## src/rtl/fawl_pkg.sv

```systemverilog
package fawl_pkg;

    // number of activates tolerated inside one window
    localparam int unsigned DEF_SLOTS = 4;
    // default width of the window length input
    localparam int unsigned DEF_WIN_W = 16;

    // gate state reported to the scheduler
    typedef enum logic {
        GATE_SHUT = 1'b0,
        GATE_OPEN = 1'b1
    } gate_e;

    // per-cycle decision of the limiter
    typedef struct packed {
        logic  limit_off;
        logic  any_free;
        logic  accept;
        gate_e gate;
    } decide_t;

    function automatic decide_t make_decision(input logic off, input logic free,
                                              input logic issue);
        decide_t d;
        d.limit_off = off;
        d.any_free  = free;
        d.gate      = (off || free) ? GATE_OPEN : GATE_SHUT;
        d.accept    = issue && !off && free;
        return d;
    endfunction

endpackage

```

## src/rtl/fawl_slot.sv

```systemverilog
module fawl_slot #(
    parameter int unsigned WIN_W = fawl_pkg::DEF_WIN_W
) (
    input  logic             clk_i,
    input  logic             rst_i,
    input  logic             load_i,
    input  logic [WIN_W-1:0] life_i,
    output logic             idle_o
);

    logic [WIN_W-1:0] life_q;

    always_ff @(posedge clk_i) begin
        if (rst_i) begin
            life_q <= '0;
        end else if (load_i) begin
            life_q <= life_i;
        end else if (life_q != '0) begin
            life_q <= life_q - 1'b1;
        end
    end

    assign idle_o = (life_q == '0);

endmodule

```

## src/rtl/fawl_pick.sv

```systemverilog
module fawl_pick #(
    parameter int unsigned SLOTS = fawl_pkg::DEF_SLOTS
) (
    input  logic [SLOTS-1:0] req_i,
    output logic [SLOTS-1:0] grant_o
);

    logic [SLOTS:0] taken;

    assign taken[0] = 1'b0;

    generate
        for (genvar k = 0; k < SLOTS; k++) begin : g_chain
            assign grant_o[k]  = req_i[k] & ~taken[k];
            assign taken[k+1]  = taken[k] | req_i[k];
        end
    endgenerate

endmodule

```

## src/rtl/fawl_limiter.sv

```systemverilog
module fawl_limiter
    import fawl_pkg::*;
#(
    parameter int unsigned WIN_W = DEF_WIN_W,
    parameter int unsigned SLOTS = DEF_SLOTS
) (
    input  logic             clk_i,
    input  logic             rst_i,
    input  logic [WIN_W-1:0] win_len_i,
    input  logic             act_issue_i,
    output logic             act_ok_o
);

    logic [SLOTS-1:0] slot_idle;
    logic [SLOTS-1:0] slot_load;
    logic [SLOTS-1:0] pick_req;
    logic [WIN_W-1:0] life_val;
    decide_t          dec;

    // a slot loaded in cycle a must read zero in cycle a + W
    assign life_val = win_len_i - 1'b1;

    assign dec      = make_decision(win_len_i == '0, |slot_idle, act_issue_i);
    assign act_ok_o = (dec.gate == GATE_OPEN);
    assign pick_req = dec.accept ? slot_idle : '0;

    fawl_pick #(.SLOTS(SLOTS)) u_pick (
        .req_i   (pick_req),
        .grant_o (slot_load)
    );

    generate
        for (genvar k = 0; k < SLOTS; k++) begin : g_slot
            fawl_slot #(.WIN_W(WIN_W)) u_slot (
                .clk_i  (clk_i),
                .rst_i  (rst_i),
                .load_i (slot_load[k]),
                .life_i (life_val),
                .idle_o (slot_idle[k])
            );
        end
    endgenerate

endmodule

```

## config.mk

```make
export PLATFORM = sky130hd
export DESIGN_NAME = fawl_limiter
export DESIGN_NICKNAME = d
export VERILOG_FILES = /design/src/rtl/fawl_pkg.sv /design/src/rtl/fawl_slot.sv /design/src/rtl/fawl_pick.sv /design/src/rtl/fawl_limiter.sv
export SDC_FILE = /design/constraint.sdc
export NUM_CORES = 1
export LEC_CHECK = 0
export BUFFER_PORTS_ARGS = -buffer_cell sky130_fd_sc_hd__buf_4
export CORE_MARGIN = 2
export CORE_UTILIZATION = 32
export DETAILED_ROUTE_END_ITERATION = 6
export PLACE_DENSITY = 0.56
export SLEW_MARGIN = 20
export SYNTH_ARGS = -nofsm -noshare
export SYNTH_HDL_FRONTEND = slang
export SYNTH_SLANG_ARGS = --single-unit
```

## constraint.sdc

```tcl
create_clock -name clk_i -period 2.1 [get_ports clk_i]
set_input_delay 0.21 -clock clk_i [delete_from_list [all_inputs] [get_ports clk_i]]
set_output_delay 0.21 -clock clk_i [all_outputs]
set_load 0.005 [all_outputs]
```

==> results of run 1 <==
-- timing repair --
action	CTS	global route
endpoints found under the setup margin	1	47
hold buffers	0	0
gates resized for setup	18	14
gates cloned	0	0
pin swaps	4	13
setup buffers	5	5
-- metrics by stage --
stage	setup TNS, ps	worst slack (ps)	power (uW)
finish	-59.13	-59.13	8857
global route	-288.8	-113.1	9528
CTS	-23.42	-23.42	8614
detailed placement	-1876	-112.1	7000
global placement	-999.8	-70.67	6907
floorplan	0	26.42	5295
-- cell families after synthesis --
kind of cell,share of synthesized area (%)
flip-flops,31.62
adder cells (fa/ha/maj),2.471
XOR/XNOR,11.21
AND/OR/NAND/NOR,31.81
multiplexers,0.9883
buffers and inverters,4.663
AO/OA/AOI/OAI,17.23
-- routing by layer --
layer | global-route usage [%] | vias up
li1 | - | 2041
met2 | 31.94 | 111
met3 | 2.128 | 22
met1 | 25.23 | 1966
met5 | 0 | -
met4 | 8.730 | 0
-- synth_stat cells (all sizes together), types with 9 or more instances --
| cell | instances |
|---|---|
| a21oi | 40 |
| nand2 | 35 |
| xnor2 | 36 |
| nand4 | 12 |
| nand3 | 28 |
| dfxtp | 64 |
| xor2 | 15 |
| nor4 | 28 |
| o21ai | 10 |
| inv | 18 |
| clkbuf | 16 |
| nor3 | 27 |
| a211oi | 23 |
| o22ai | 9 |
| nor2 | 35 |
-- final cells by class --
cell class                 instances  area, um^2
fill                            1246        6960
clock buffer                      12       256.5
inverter                          18       67.56
timing repair buffer             126       982.2
tap                              172       215.2
clock inverter                     1       5.005
sequential                        64        1289
multi-input combinational        381        2690
-- where the power goes --
part	switching (uW)	internal [uW]	leakage, uW
clock	519	840	0.000130
sequential	464	1700	0.000528
combinational	2670	2670	0.00146
total	3650	5200	0.00212
-- final timing paths --
| path | to | slack [ps] |
|---|---|---|
| worst max-delay path | act_ok_o | -60 |
| worst min-delay path | g_slot[0].u_slot.life_q[6] | 290 |
| worst max register to register | g_slot[2].u_slot.life_q[1] | 70 |
| worst min register to register | g_slot[2].u_slot.life_q[12] | 510 |
==> metrics.cfg, run 1 <==
[status]
status = finished, violations left
violated_checks = negative setup slack

[die]
floorplan.die_area_um2 = 13580
fp.dieH_um = 116.5
floorplan.core_area_um2 = 12470
die-width_um = 116.5
core.rowCount = 41
ios = 20
start_util_pct = 32.50

[placed_design]
place_inst = 751
detailedPlacementHpwl_um = 9295
port_buffers = 19
postPlaceCellArea_um2 = 5046
globalplace.congestion = 0.8343

[timing]
fin_crit_ps = 2159
timing.max_slew.rel_slack_pct = 70.36
setup_repair_after_global_routing_missed_its_margin = yes
fin_crit_sh_pct = 102.8
finalSetupViolations = 1
setup_ws_ps = -59.13
report.final.slew_viol_count = 0
timing.fmax_ghz = 0.4632
fin_worst_skew_ps = 6.930
final-hold-violation-count = 0
worst_slew_pin_tran_ps = 441.3
finalHoldWorstSlack_ps = 288.8

[worst_setup_path]
worst-path-buf-inv = 2
critical_path.cell_chain = inv_2 > ha_4 > nor4b_4 > nand4_1 > nand2_1 > or4b_4 > buf_6
timing.rr.start = g_slot[1].u_slot.life_q[1]
worst-path-stages = 7
startpoint_type = flip-flop
critical_path_class = flip-flop to primary output
worst-endpoint-arrival_ps = 1950
crit_family = simple AND/OR/NAND/NOR gates
critical_path_peak_fanout = 3
cp_data_required_time_ps = 1890
cpMaxStageDelayCell = sky130_fd_sc_hd__or4b_4
reg2reg_depth = 9
cpPeakStageDelay_ps = 550
critPathCaptureType = primary output
timing.critical_path.from = g_slot[0].u_slot.life_q[1]

[routing]
routed.top_layer = met4
drc = 0
met2RoutedLength_um = 5863
detail_route.wirelength_um = 12600
drt_pre_antenna_iters = 7
detail_route.vias_per_cell = 5.349
first_iter_violations = 327
met3_length_um = 592
dr_total_vias = 4140
total_routed_wire_length_on_the_met1_layer_um = 5749
routed_wire_length_per_instance_um = 16.28
detail_route_antenna_nets = 0

[global_route]
grt_max_degree = 33
grt_pass1_wl_um = 20000
via_count_of_the_first_global_routing_pass = 3955
gr-total-overflow = 0
initial_antenna_violation_count = 0
grt_usage_pct = 19.27

[clock_network]
tritoncts = done
clock_tree.root_cell = sky130_fd_sc_hd__clkbuf_16
clk_path_buf_depth = 2
numClockSinks = 64
cts_made_buffers = 9
insertion_delay_ps = 330
htree_levels = 3
worst_setup_hold_path_clk_slew_ps = 50

[power]
power.ir.vdd_worst_uv = 541.8
p_leak_uw = 0.002120
p_per_area_nw_per_um2 = 1609

[synthesis]
synth.ff_latch_count = 64
synth_top_cell_by_area = sky130_fd_sc_hd__dfxtp_1
post_synth_instance_area_um2 = 4051
yosys_warnings = 0
mappedNetlistNets = 514
ys_top_cells_by_area = sky130_fd_sc_hd__dfxtp_1 32%, sky130_fd_sc_hd__xnor2_1 7.6%, sky130_fd_sc_hd__a21oi_1 4.9%
synth-edff-count = 0
ys_seq_area_share_pct = 31.62
synth_top_area_share_pct = 31.62
synthCells = 487
synth_async_sr_flop_share_pct = 0
synth_ff_type = sky130_fd_sc_hd__dfxtp_1
avgSynthCellArea_um2 = 8.319
yosysUniqueCellTypes = 61

[final_layout]
fraction_of_final_layout_cells_with_drive_strength_greater_than_1_pct = 31.06
syn2layout_area_growth_pct = 35.89
instances_no_fill = 774
finish.utilization_pct = 44.16
most-common-layout-cells = 121 x sky130_fd_sc_hd__buf_4, 58 x sky130_fd_sc_hd__dfxtp_1, 39 x sky130_fd_sc_hd__a21oi_1
nets = 627
most_flop_heavy_register = g_slot.u_slot.life_q
num_antenna_cells = 0
layout_cell_area_excl_fill_um2 = 5505
layout_top_registers = g_slot.u_slot.life_q x64
final_common_cell = sky130_fd_sc_hd__buf_4
number_of_flip_flops_in_the_largest_register = 64

[min_path]
worstHoldPathType = primary input to flip-flop
hold_start = rst_i
min_delay_path_depth = 2

[flow_run]
maxCapViolations = 0

(Power assumes the default switching activity.)
==> run 2, diff against run 1 <==
--- a/config.mk
+++ b/config.mk
@@ -9,7 +9,7 @@
 export CORE_MARGIN = 2
 export CORE_UTILIZATION = 32
 export DETAILED_ROUTE_END_ITERATION = 6
-export PLACE_DENSITY = 0.56
+export PLACE_DENSITY = 0.54
 export SLEW_MARGIN = 20
 export SYNTH_ARGS = -nofsm -noshare
 export SYNTH_HDL_FRONTEND = slang
==> constraint.sdc (replaced) <==
create_clock -name clk_i -period 2 [get_ports clk_i]
set_input_delay 0.2 -clock clk_i [delete_from_list [all_inputs] [get_ports clk_i]]
set_output_delay 0.2 -clock clk_i [all_outputs]
set_load 0.005 [all_outputs]
==> run 2 against run 1 <==
Compared with the run above: sequential cell count did not move; non-clock buffer count is 21 higher; design area increased by 5.1%; the flow still finishes with violations (negative setup slack); critical endpoint unchanged; sequential share of layout area is 1.1 points lower; core utilization rose by 2.3 points; power rose by 11%; clock power increased by 8%; register-to-register slack got worse by 40 ps; count of clock-buffer cells in the layout is the same; sequential power increased by 5%; die area unchanged.
==> metrics.cfg, run 2 (synthesis results as in run 1) <==
[status]
status = finished, violations left
violated_checks = negative setup slack

[final_layout]
number_of_flip_flops_in_the_largest_register = 64
syn2layout_area_growth_pct = 42.87
nets = 648
fraction_of_final_layout_cells_with_drive_strength_greater_than_1_pct = 35.84
layout_top_registers = g_slot.u_slot.life_q x64
num_antenna_cells = 0
nFillCells = 1184
final_common_cell = sky130_fd_sc_hd__buf_4
finish.utilization_pct = 46.43
most_flop_heavy_register = g_slot.u_slot.life_q
most-common-layout-cells = 137 x sky130_fd_sc_hd__buf_4, 58 x sky130_fd_sc_hd__dfxtp_1, 39 x sky130_fd_sc_hd__a21oi_1, 35 x sky130_fd_sc_hd__nor2_1, 35 x sky130_fd_sc_hd__xnor2_1

[clock_network]
numClockSinks = 64
clk_path_buf_depth = 2
tritoncts = done
cts_made_buffers = 9
worst_setup_hold_path_clk_slew_ps = 60
clock_tree.root_cell = sky130_fd_sc_hd__clkbuf_16
insertion_delay_ps = 330
htree_levels = 3

[min_path]
min_delay_path_depth = 4
worstHoldPathType = primary input to flip-flop
hold_start = win_len_i[2]

[timing]
fin_crit_ps = 2113
setup_ws_ps = -112.8
fin_worst_skew_ps = 5.958
report.final.slew_viol_count = 0
setup-tns-final_ps = -112.8
finalSetupViolations = 1
fin_crit_sh_pct = 105.6
setup_repair_after_global_routing_missed_its_margin = yes
timing.fmax_ghz = 0.4733
worst_slew_pin_tran_ps = 538.7
final-hold-violation-count = 0
timing.max_slew.rel_slack_pct = 64.09

[worst_setup_path]
worst-endpoint-arrival_ps = 1910
critical_path_peak_fanout = 2
critPathCaptureType = primary output
worst_r2r_endpoint = g_slot[2].u_slot.life_q[10]
cp_data_required_time_ps = 1800
critical_path_class = flip-flop to primary output
startpoint_type = flip-flop
timing.critical_path.from = g_slot[1].u_slot.life_q[0]
ff2ff_setup_slack_ps = 30
reg2reg_depth = 6
worstSetupEndpoint = act_ok_o
timing.rr.start = g_slot[2].u_slot.life_q[9]

[die]
die-width_um = 116.5
start_util_pct = 32.50
ios = 20
floorplan.core_area_um2 = 12470
floorplan.die_area_um2 = 13580
core.rowCount = 41
fp.dieH_um = 116.5

[routing]
first_iter_violations = 262
detail_route_antenna_nets = 0
detail_route.vias_per_cell = 5.292
dr_total_vias = 4218
detail_route.wirelength_um = 13250
drc = 0
drt_pre_antenna_iters = 5
routed_wire_length_per_instance_um = 16.63

[global_route]
grt_max_degree = 47
grt_usage_pct = 19.54
via_count_of_the_first_global_routing_pass = 4061
grt_pass1_wl_um = 20460
initial_antenna_violation_count = 0
gr-total-overflow = 0

[placed_design]
port_buffers = 19
globalplace.congestion = 0.8629
detailedPlacementHpwl_um = 9417

[power]
p_leak_uw = 0.002259
power.ir.vdd_worst_uv = 826.1
p_per_area_nw_per_um2 = 1701

[flow_run]
maxCapViolations = 0

==> run 2: cell types whose count changed in the layout (fill, tap and decap cells not counted), moves of 3 or more <==
cell                      change
sky130_fd_sc_hd__inv_2        +3
sky130_fd_sc_hd__o22ai_2      +3
sky130_fd_sc_hd__ha_2         -3
sky130_fd_sc_hd__o22ai_1      -3
sky130_fd_sc_hd__buf_6        +3
sky130_fd_sc_hd__inv_1        -4
sky130_fd_sc_hd__buf_4       +16
==> run 2: layer usage <==
layer	global-route usage [%]	wire [um]	vias to the layer above
li1	-	-	2080
met1	25.33	5920	1991
met2	32.02	6290	117
met3	3.996	658	30
met4	7.460	385	0
met5	0	0	-
==> run 2: layout make-up <==
type	instances	area (um^2)	area share (%)
Multi-Input combinational cell	381	2770	47.86
Sequential cell	64	1289	22.27
Timing Repair Buffer	147	1169	20.19
Clock buffer	12	256.5	4.431
Tap cell	172	215.2	3.718
Inverter	18	71.32	1.232
Clock inverter	3	17.52	0.3026
==> run 2: where the power goes <==
| part | total [uW] | internal [uW] | switching (uW) |
|---|---|---|---|
| Clock | 1470 | 895 | 577 |
| Sequential | 2270 | 1780 | 489 |
| Combinational | 6100 | 3130 | 2970 |
| Total | 9840 | 5810 | 4040 |
==> run 2: worst min path at each step <==
stage	to	slack, ps
2_1_floorplan	g_slot[2].u_slot.life_q[15]	430
3_3_place_gp	g_slot[2].u_slot.life_q[12]	490
3_5_place_dp	g_slot[2].u_slot.life_q[12]	500
4_1_cts	g_slot[3].u_slot.life_q[2]	320
5_1_grt	g_slot[3].u_slot.life_q[2]	350
6_report	g_slot[3].u_slot.life_q[2]	320
==> run 2: per-stage QoR <==
| stage | std cells | hold WS (ps) | instance area [um^2] | total power (uW) | worst slack (ps) |
|---|---|---|---|---|---|
| after CTS | 787 | 321.4 | 5589 | 9419 | -152.0 |
| after global routing | 797 | 349.8 | 5788 | 10560 | -149.8 |
| after global placement | 766 | 489.6 | 5162 | 7430 | -115.0 |
| final | 797 | 322.4 | 5788 | 9843 | -112.8 |
| after detailed placement | 766 | 497.7 | 5162 | 7542 | -164.8 |
| after floorplan | 487 | 430.4 | 4075 | 5591 | 4.162 |
==> run 2: worst max-delay path, cell delays in order (launching register included) <==
cell and delay, ps:
sky130_fd_sc_hd__dfxtp_2 330, sky130_fd_sc_hd__inv_2 50, sky130_fd_sc_hd__ha_4 150, sky130_fd_sc_hd__nor3b_4 150
sky130_fd_sc_hd__nand4_2 120, sky130_fd_sc_hd__buf_6 120, sky130_fd_sc_hd__nand2_4 40, sky130_fd_sc_hd__or4b_4 490
sky130_fd_sc_hd__buf_6 130
==> run 2: timing repair <==
action	CTS	global route
gates resized for setup	25	30
pin swaps	6	10
hold buffers	0	0
setup endpoints to repair	3	46
setup buffers	5	8
gates cloned	1	2
